## src/rtl/pts_pkg.sv

```systemverilog
package pts_pkg;

  // Capture policy of one snapshot record
  typedef enum logic [0:0] {
    CAP_KEEP_FIRST = 1'b0,
    CAP_KEEP_LAST  = 1'b1
  } cap_mode_e;

  // Number of time fields held per snapshot (seconds .. month)
  localparam int NUM_FIELDS = 5;

  // Field order inside a packed snapshot, lowest byte first
  typedef enum int {
    FLD_SEC   = 0,
    FLD_MIN   = 1,
    FLD_HOUR  = 2,
    FLD_DATE  = 3,
    FLD_MONTH = 4
  } field_e;

  // Bit of the control register that requests a clear
  localparam int CLR_BIT = 0;

  // Number of snapshot records
  localparam int NUM_RECS = 2;

endpackage

```

## src/rtl/pts_record.sv

```systemverilog
module pts_record #(
  parameter int                  FIELD_W    = 8,
  parameter int                  NUM_FIELDS = 5,
  parameter pts_pkg::cap_mode_e  MODE       = pts_pkg::CAP_KEEP_LAST
) (
  input  logic                          clk,
  input  logic                          rst,
  input  logic                          clr,
  input  logic                          stb,
  input  logic [FIELD_W*NUM_FIELDS-1:0] live_i,
  output logic [FIELD_W*NUM_FIELDS-1:0] rec_o
);

  localparam int REC_W = FIELD_W * NUM_FIELDS;

  logic [REC_W-1:0] rec_q;
  logic             cap_en;

  generate
    if (MODE == pts_pkg::CAP_KEEP_FIRST) begin : g_first
      logic taken_q;

      always_ff @(posedge clk) begin
        if (rst || clr) begin
          taken_q <= 1'b0;
        end else if (stb) begin
          taken_q <= 1'b1;
        end
      end

      assign cap_en = stb & ~taken_q;

      AST_FIRST_LOADS: assert property (@(posedge clk) disable iff (rst)
        (stb && !clr && !taken_q) |=> (rec_q == $past(live_i)));

      AST_FIRST_FROZEN: assert property (@(posedge clk) disable iff (rst)
        (taken_q && !clr) |=> $stable(rec_q));
    end else begin : g_last
      assign cap_en = stb;

      AST_LAST_LOADS: assert property (@(posedge clk) disable iff (rst)
        (stb && !clr) |=> (rec_q == $past(live_i)));
    end
  endgenerate

  always_ff @(posedge clk) begin
    if (rst || clr) begin
      rec_q <= '0;
    end else if (cap_en) begin
      rec_q <= live_i;
    end
  end

  assign rec_o = rec_q;

  AST_RESET_EMPTY: assert property (@(posedge clk)
    rst |=> (rec_q == '0));

  AST_CLEAR_EMPTY: assert property (@(posedge clk) disable iff (rst)
    clr |=> (rec_q == '0));

endmodule

```

## src/rtl/pts_ctrl.sv

```systemverilog
module pts_ctrl #(
  parameter int ADDR_W    = 4,
  parameter int DATA_W    = 8,
  parameter int CTRL_ADDR = 10
) (
  input  logic              wr_en,
  input  logic [ADDR_W-1:0] addr,
  input  logic [DATA_W-1:0] wdata,
  output logic              clr_o
);

  localparam logic [ADDR_W-1:0] CTRL_A = ADDR_W'(CTRL_ADDR);

  // The clear bit is not stored: a write with it set yields a one-cycle pulse
  always_comb begin
    clr_o = wr_en && (addr == CTRL_A) && wdata[pts_pkg::CLR_BIT];
  end

endmodule

```

## src/rtl/pts_readmux.sv

```systemverilog
module pts_readmux #(
  parameter int FIELD_W    = 8,
  parameter int NUM_FIELDS = 5,
  parameter int NUM_RECS   = 2,
  parameter int ADDR_W     = 4
) (
  input  logic                                   clk,
  input  logic                                   rst,
  input  logic [NUM_RECS*FIELD_W*NUM_FIELDS-1:0] recs_i,
  input  logic [ADDR_W-1:0]                      addr,
  output logic [FIELD_W-1:0]                     rdata_o
);

  localparam int                MAP_SIZE = NUM_RECS * NUM_FIELDS;
  localparam logic [ADDR_W-1:0] MAP_END  = ADDR_W'(MAP_SIZE);

  logic [FIELD_W-1:0] bytes_w [MAP_SIZE];
  logic [FIELD_W-1:0] rdata_q;

  generate
    for (genvar i = 0; i < MAP_SIZE; i++) begin : g_byte
      assign bytes_w[i] = recs_i[i*FIELD_W +: FIELD_W];
    end
  endgenerate

  always_ff @(posedge clk) begin
    if (rst) begin
      rdata_q <= '0;
    end else if (addr < MAP_END) begin
      rdata_q <= bytes_w[addr];
    end else begin
      rdata_q <= '0;
    end
  end

  assign rdata_o = rdata_q;

  AST_UNMAPPED_ZERO: assert property (@(posedge clk) disable iff (rst)
    (addr >= MAP_END) |=> (rdata_q == '0));

endmodule

```

## src/rtl/pwr_tstamp_capture.sv

```systemverilog
module pwr_tstamp_capture #(
  parameter int FIELD_W = 8,
  parameter int ADDR_W  = 4
) (
  input  logic                                  clk,
  input  logic                                  rst,
  input  logic [FIELD_W-1:0]                    tm_sec,
  input  logic [FIELD_W-1:0]                    tm_min,
  input  logic [FIELD_W-1:0]                    tm_hour,
  input  logic [FIELD_W-1:0]                    tm_date,
  input  logic [FIELD_W-1:0]                    tm_month,
  input  logic                                  to_bat_stb,
  input  logic                                  to_main_stb,
  input  logic                                  reg_wr,
  input  logic [ADDR_W-1:0]                     reg_addr,
  input  logic [FIELD_W-1:0]                    reg_wdata,
  output logic [FIELD_W-1:0]                    reg_rdata,
  output logic [FIELD_W*pts_pkg::NUM_FIELDS-1:0] rec_to_bat,
  output logic [FIELD_W*pts_pkg::NUM_FIELDS-1:0] rec_to_main
);

  localparam int NUM_FIELDS = pts_pkg::NUM_FIELDS;
  localparam int NUM_RECS   = pts_pkg::NUM_RECS;
  localparam int REC_W      = FIELD_W * NUM_FIELDS;
  localparam int CTRL_ADDR  = NUM_RECS * NUM_FIELDS;
  localparam logic [ADDR_W-1:0] CTRL_A = ADDR_W'(CTRL_ADDR);

  logic [REC_W-1:0]          live_w;
  logic [REC_W-1:0]          rec_bat_w;
  logic [REC_W-1:0]          rec_main_w;
  logic [NUM_RECS*REC_W-1:0] recs_w;
  logic                      clr_w;

  assign live_w = {tm_month, tm_date, tm_hour, tm_min, tm_sec};
  assign recs_w = {rec_main_w, rec_bat_w};

  pts_ctrl #(
    .ADDR_W    (ADDR_W),
    .DATA_W    (FIELD_W),
    .CTRL_ADDR (CTRL_ADDR)
  ) u_ctrl (
    .wr_en (reg_wr),
    .addr  (reg_addr),
    .wdata (reg_wdata),
    .clr_o (clr_w)
  );

  pts_record #(
    .FIELD_W    (FIELD_W),
    .NUM_FIELDS (NUM_FIELDS),
    .MODE       (pts_pkg::CAP_KEEP_FIRST)
  ) u_rec_bat (
    .clk    (clk),
    .rst    (rst),
    .clr    (clr_w),
    .stb    (to_bat_stb),
    .live_i (live_w),
    .rec_o  (rec_bat_w)
  );

  pts_record #(
    .FIELD_W    (FIELD_W),
    .NUM_FIELDS (NUM_FIELDS),
    .MODE       (pts_pkg::CAP_KEEP_LAST)
  ) u_rec_main (
    .clk    (clk),
    .rst    (rst),
    .clr    (clr_w),
    .stb    (to_main_stb),
    .live_i (live_w),
    .rec_o  (rec_main_w)
  );

  pts_readmux #(
    .FIELD_W    (FIELD_W),
    .NUM_FIELDS (NUM_FIELDS),
    .NUM_RECS   (NUM_RECS),
    .ADDR_W     (ADDR_W)
  ) u_rd (
    .clk     (clk),
    .rst     (rst),
    .recs_i  (recs_w),
    .addr    (reg_addr),
    .rdata_o (reg_rdata)
  );

  assign rec_to_bat  = rec_bat_w;
  assign rec_to_main = rec_main_w;

  AST_CTRL_READS_ZERO: assert property (@(posedge clk) disable iff (rst)
    (reg_addr == CTRL_A) |=> (reg_rdata == '0));

  AST_CLEAR_BEATS_STROBE: assert property (@(posedge clk) disable iff (rst)
    (clr_w && (to_bat_stb || to_main_stb)) |=> (rec_to_bat == '0 && rec_to_main == '0));

  AST_NOOP_WRITE_KEEPS: assert property (@(posedge clk) disable iff (rst)
    (reg_wr && reg_addr == CTRL_A && !reg_wdata[pts_pkg::CLR_BIT] && !to_bat_stb && !to_main_stb)
      |=> ($stable(rec_to_bat) && $stable(rec_to_main)));

endmodule

```

## config.mk

```make
export PLATFORM = sky130hd
export DESIGN_NAME = pwr_tstamp_capture
export DESIGN_NICKNAME = d
export VERILOG_FILES = /design/src/rtl/pts_pkg.sv /design/src/rtl/pts_record.sv /design/src/rtl/pts_ctrl.sv /design/src/rtl/pts_readmux.sv /design/src/rtl/pwr_tstamp_capture.sv
export SDC_FILE = /design/constraint.sdc
export NUM_CORES = 1
export LEC_CHECK = 0
export BUFFER_PORTS_ARGS = -buffer_cell sky130_fd_sc_hd__clkbuf_2
export CAP_MARGIN = 10
export CORE_ASPECT_RATIO = 0.7
export CORE_MARGIN = 4
export CORE_UTILIZATION = 44
export CTS_BUF_LIST = sky130_fd_sc_hd__clkbuf_16
export DETAILED_ROUTE_END_ITERATION = 10
export PLACE_DENSITY = 0.8
export SYNTH_ARGS = -nofsm -noshare
export SYNTH_HDL_FRONTEND = slang
export SYNTH_SLANG_ARGS = --single-unit
```

## constraint.sdc

```tcl
create_clock -name clk -period 1.6 [get_ports clk]
set_input_delay 0.48 -clock clk [delete_from_list [all_inputs] [get_ports clk]]
set_output_delay 0.48 -clock clk [all_outputs]
set_load 0.05 [all_outputs]
```

# Yosys cells after proc, flatten, opt, wreduce, memory -nomap -nowiden

Index checks and enable logic that the tools add are counted.

Register bits after elaboration: 89
Word-level logic and storage cells: 18

$lt $le $gt $ge: 2
Eq/ne operators: 1
Muxes and demuxes: 3
Bitwise gates (word level): 4
Reduce and logical (&&, ||, !) cells: 4

Operator list:

| operator             | count |
|---|---|
| $bmux W8 S4          | 1 |
| $mux W8              | 2 |
| $ge A5 B5 Y1 const B | 1 |
| $not A4 Y5           | 1 |
| $eq A4 B4 Y1 const B | 1 |
| $lt A4 B4 Y1 const B | 1 |
| $logic_and A1 B1 Y1  | 2 |
| $not A1 Y1           | 2 |
| $reduce_or A2 Y1     | 1 |
| $and A1 B1 Y1        | 1 |
| $logic_or A1 B1 Y1   | 1 |

# Logic depth before layout (Yosys ltp)

Depth in word-level cells: 4
Gate-level depth with buffers: 6

# Cells and area by module

A second synthesis with hierarchy kept.

Cell total of the unflattened synthesis: 396
Area total of the unflattened synthesis: 3826.2 um^2

By module, submodules not included:

| module                  | times used | cells each | area each (um^2) |
|---|---|---|---|
| pts_record (u_rec_bat)  | 1          | 179        | 1460.2 |
| pts_record (u_rec_main) | 1          | 131        | 1442.6 |
| pts_readmux             | 1          | 84         | 902.1 |
| pts_ctrl                | 1          | 2          | 21.3 |

# Worst setup path before layout

No wires, ideal clock.

Path kind: input -> register
Start: input port reg_addr[0]
End: register u_rd.rdata_q[5], in the netlist u_rd.rdata_o[5]
Setup time: 0.119 ns
Data arrival time: 1.413 ns
Setup slack: 0.068 ns
Stages on the path: 4
Buffers on the path: 2
Cell sequence: buf_6 > buf_12 > mux4_2 > o221a_1

Cells in the longest elaborated chain, start to end: 4
Elaborated cells on any way between the ends: 7
Classes of those cells: order compare (1); mux (3); bitwise (2); reduce/logical (1)

RTL lines:

| what                                        | RTL line                 | RTL |
|---|---|---|
| start, declared                             | pwr_tstamp_capture.sv:15 | `input logic [ADDR_W-1:0] reg_addr,` |
| $not A4 Y5 (not written as such)            | pts_readmux.sv:30        | `rdata_q <= bytes_w[addr];` |
| $bmux W8 S4                                 | pts_readmux.sv:30        |  |
| $mux W8 (not written as such) (2 in series) | pts_readmux.sv:30        |  |
| end signal, assigned                        | pts_readmux.sv:30        |  |
| end, declared                               | pts_readmux.sv:18        | `logic [FIELD_W-1:0] rdata_q;` |

Several ways; a longest one is shown, not always the timed one. The select of a mux whose other input is x is not followed.
A chain may end at the register's enable or synchronous reset.

# Final worst setup path

Start: register u_rec_bat.rec_q[33], in the netlist u_rec_bat.rec_o[33]
End: output port rec_to_bat[33] (netlist name)

RTL lines:

| what                   | RTL line                 | RTL |
|---|---|---|
| start, declared        | pts_record.sv:16         | `logic [REC_W-1:0] rec_q;` |
| start signal, assigned | pts_record.sv:50         | `rec_q <= live_i;` |
| end, declared          | pwr_tstamp_capture.sv:18 | `output logic [FIELD_W*pts_pkg::NUM_FIELDS-1:0] rec_to_bat,` |

No word-level cell between the ends.

==> qor.csv <==
stage,metric,value,unit
outcome,status,"complete, no violations",
clock_network,CTS tree,yes,
route,ANT nets after route,0,
layout,Nets,588,
die,die width,118,µm
sta,Tmin final,1.53,ns
setup_path,Worst Setup Path Type,flop to primary output,
grt,Tot GR Track Use,21.7,%
grt,largest net degree at the start of global routing,45,
grt,initial antenna violation count,0,
route,DRT iter0 DRCs,318,
power,Pleak,2.35,nW
placed_design,worst slack at placement,-0.137,ns
clock_network,"Reg clk slew, reported paths",0.06,ns
power,Power per Cell Area,1150,mW/mm²
setup_path,CP Launch Type,flop,
sta,hold violation count in the final report,0,
route,drt drc,0,
placed_design,GP Congestion,0.868,
sta,Slew @ Worst Pin,0.507,ns
min_path,HP Class,input pin to flop,
clock_network,Sink Count,89,
sta,FMAX,0.654,GHz
layout,fill count,689,
route,wire per inst,16.8,µm
setup_path,cell at the slowest stage of the critical path,dfxtp_1,
yosys,Syn. warnings,0,
flow_run,Max Cap Violations,0,
grt,grt total ovfl,0,
placed_design,dpl hpwl,8.02,mm
layout,"most common cell after layout, fill and taps aside",clkbuf_2,
sta,Final Slew Violations,0,
setup_path,worst r2r src,u_rec_bat.rec_o[32]$_SDFFE_PP0P_,
sta,PnR worst setup slack,0.0718,ns
yosys,"top cells by area, synth","dfxtp_1 (48%), mux2i_1 (14%), nand2_1 (8.8%), a21oi_1 (5.5%), nor2_1 (4.7%)",
route,vias per inst,5.32,
sta,Worst Hold Margin,0.376,ns
yosys,Synth Cell Area,0.00373,mm²
clock_network,# H-tree levels,3,
clock_network,cts bufs inserted,9,
setup_path,crit-path leading delay family,flip-flops,
clock_network,Max Buffers Root-to-Sink,2,
clock_network,Setup Buffers After CTS,0,
placed_design,Port Buffers,137,
clock_network,post-CTS resize count,0,
yosys,Seq cells post-synth,89,
yosys,Mapped Nets,452,
sta,final worst-path cycle share,95.5,%
route,TritonRoute pass-1 iters,4,
min_path,Worst Hold Path EP,u_rec_bat.rec_o[29]$_SDFFE_PP0P_,
setup_path,CP required,1.12,ns
setup_path,Worst R2R End,u_rd.rdata_o[0]$_SDFF_PP0_,
yosys,average cell area after synthesis,9.46,µm²
yosys,Syn Inst Count,395,
grt,vias in the first global route,3348,
route,Via Count,3388,
layout,n_diodes,0,
min_path,hold_sp,tm_date[5],
setup_path,CP endpoint kind,primary output,
setup_path,WP buf/inv,1,
grt,first-pass GRT wire length,17.4,mm
route,total wire length,10.7,mm
clock_network,Skew-Pair Late Insertion Delay,0.34,ns
die,die height,85.1,µm
clock_network,Root Buffer,clkbuf_16,
sta,Clock Skew,0.00538,ns
setup_path,"setup slack, reg-to-reg",0.40,ns
yosys,sequential share of the synthesized area,47.7,%
placed_design,Inst Count DP,621,
clock_network,hold_buf cts,0,
yosys,"Distinct cells, synth",27,
sta,Slew Limit Headroom,66.1,%
layout,most frequent cells in the layout,"clkbuf_2 (137), dfxtp_1 (89), nand2_1 (88)",
sta,RSZ-0062 raised after global routing,no,
yosys,Synth area leader,dfxtp_1,
die,Row Count,27,
die,Die ar.,0.0101,mm²
sta,# setup viols final,0,
layout,area grow syn2layout,31.1,%
layout,Non-Filler Instances,637,
die,Initial Util,46.3,%
layout,"Core Util, Final",60.6,%
power,maximum vdd drop,0.000617,V
setup_path,"Cell Chain, Critical Path",clkbuf_2,
setup_path,Crit path arrival time,1.05,ns
setup_path,CP max FO,3,
yosys,share of the synthesized area in the top cell type,47.7,%
die,IO Count,145,
setup_path,"Largest stage delay, worst path",0.41,ns
setup_path,r2r worst-path depth,2,
die,Core ar.,0.00807,mm²
min_path,WHS Path Cells,3,
layout,layout cells sized above 1,35.3,%
[kinds of logic (layout without fill, tap and decap cells)]
| logic type | Yosys count | count (layout) | share of synthesized area (%) |
|---|---|---|---|
| mux | 72 | 72 | 22.9 |
| flops | 89 | 89 | 47.7 |
| buf+inv | 30 | 171 | 4.42 |
| compound gates | 59 | 59 | 9.58 |
| simple gates | 145 | 145 | 15.4 |
[cells in the mapped netlist, drive strengths merged]
master,instances
mux4,8
buf,20
a41o,1
mux2,12
a21o,1
nand2,88
nand2b,1
inv,1
a31oi,4
or3b,1
nor2b,4
nor2,47
o221a,4
a221oi,4
dfxtp,89
clkbuf,9
mux2i,52
nor3b,2
a21oi,41
a22oi,4
or2,1
nor3,1
[sequential cells by signal, indices dropped and copies added (netlist names)]
register / flops
u_rec_bat.rec_o: 40
u_rec_bat.g_first.taken_q: 1
u_rec_main.rec_o: 40
u_rd.rdata_o: 8
[per-layer routing]
layer,share of wire [%],vias to the layer above,global-route usage (%)
met5,0,-,0
met1,43,1608,27.5
met3,8.5,12,7.40
met4,1.2,0,5.74
met2,47,140,35.6
li1,-,1628,-
[cell type report]
cell class              instances  area, µm²  share of cell area (%)
multi-input cells             276       1790                    36.6
flip-flops and latches         89       1780                    36.4
repair buffers                154        901                    18.4
clock buffers                   9        225                    4.60
well taps                     101        126                    2.58
clock inverters                 7       65.1                    1.33
inverters                       1       3.75                  0.0767
[how the worst max path moves through the flow]
stage                                                 from                    endpoint  slack (ns)  cells past startpoint
after CTS                 u_rec_bat.rec_o[33]$_SDFFE_PP0P_              rec_to_bat[33]        0.06                      1
after global placement                         reg_addr[0]  u_rd.rdata_o[4]$_SDFF_PP0_       -0.11                      4
final                     u_rec_bat.rec_o[33]$_SDFFE_PP0P_              rec_to_bat[33]        0.07                      1
after global routing      u_rec_bat.rec_o[21]$_SDFFE_PP0P_              rec_to_bat[21]        0.04                      1
after floorplan                                reg_addr[0]  u_rd.rdata_o[5]$_SDFF_PP0_        0.07                      4
after detailed placement                       reg_addr[0]  u_rd.rdata_o[4]$_SDFF_PP0_       -0.14                      4
[metrics by stage]
stage	setup TNS, ns	power (W)	area [µm²]
global placement	-5.01	0.00361	4600
floorplan	0	0.00328	3730
finish	0	0.00563	4890
global route	0	0.00584	4890
detailed placement	-7.55	0.00363	4600
CTS	0	0.00568	4890
[worst min-delay path, cell delays in order]
cell	delay (ns)
clkbuf_2	0.09
nand2_1	0.05
a21oi_1	0.05
[report_power, final]
group	switching (W)	leakage (nW)	internal (W)
Sequential	0.000104	0.732	0.00234
Combinational	0.000781	1.47	0.000349
Clock	0.000854	0.145	0.00120
Total	0.00174	2.35	0.00389
(Power assumes the default switching activity.)
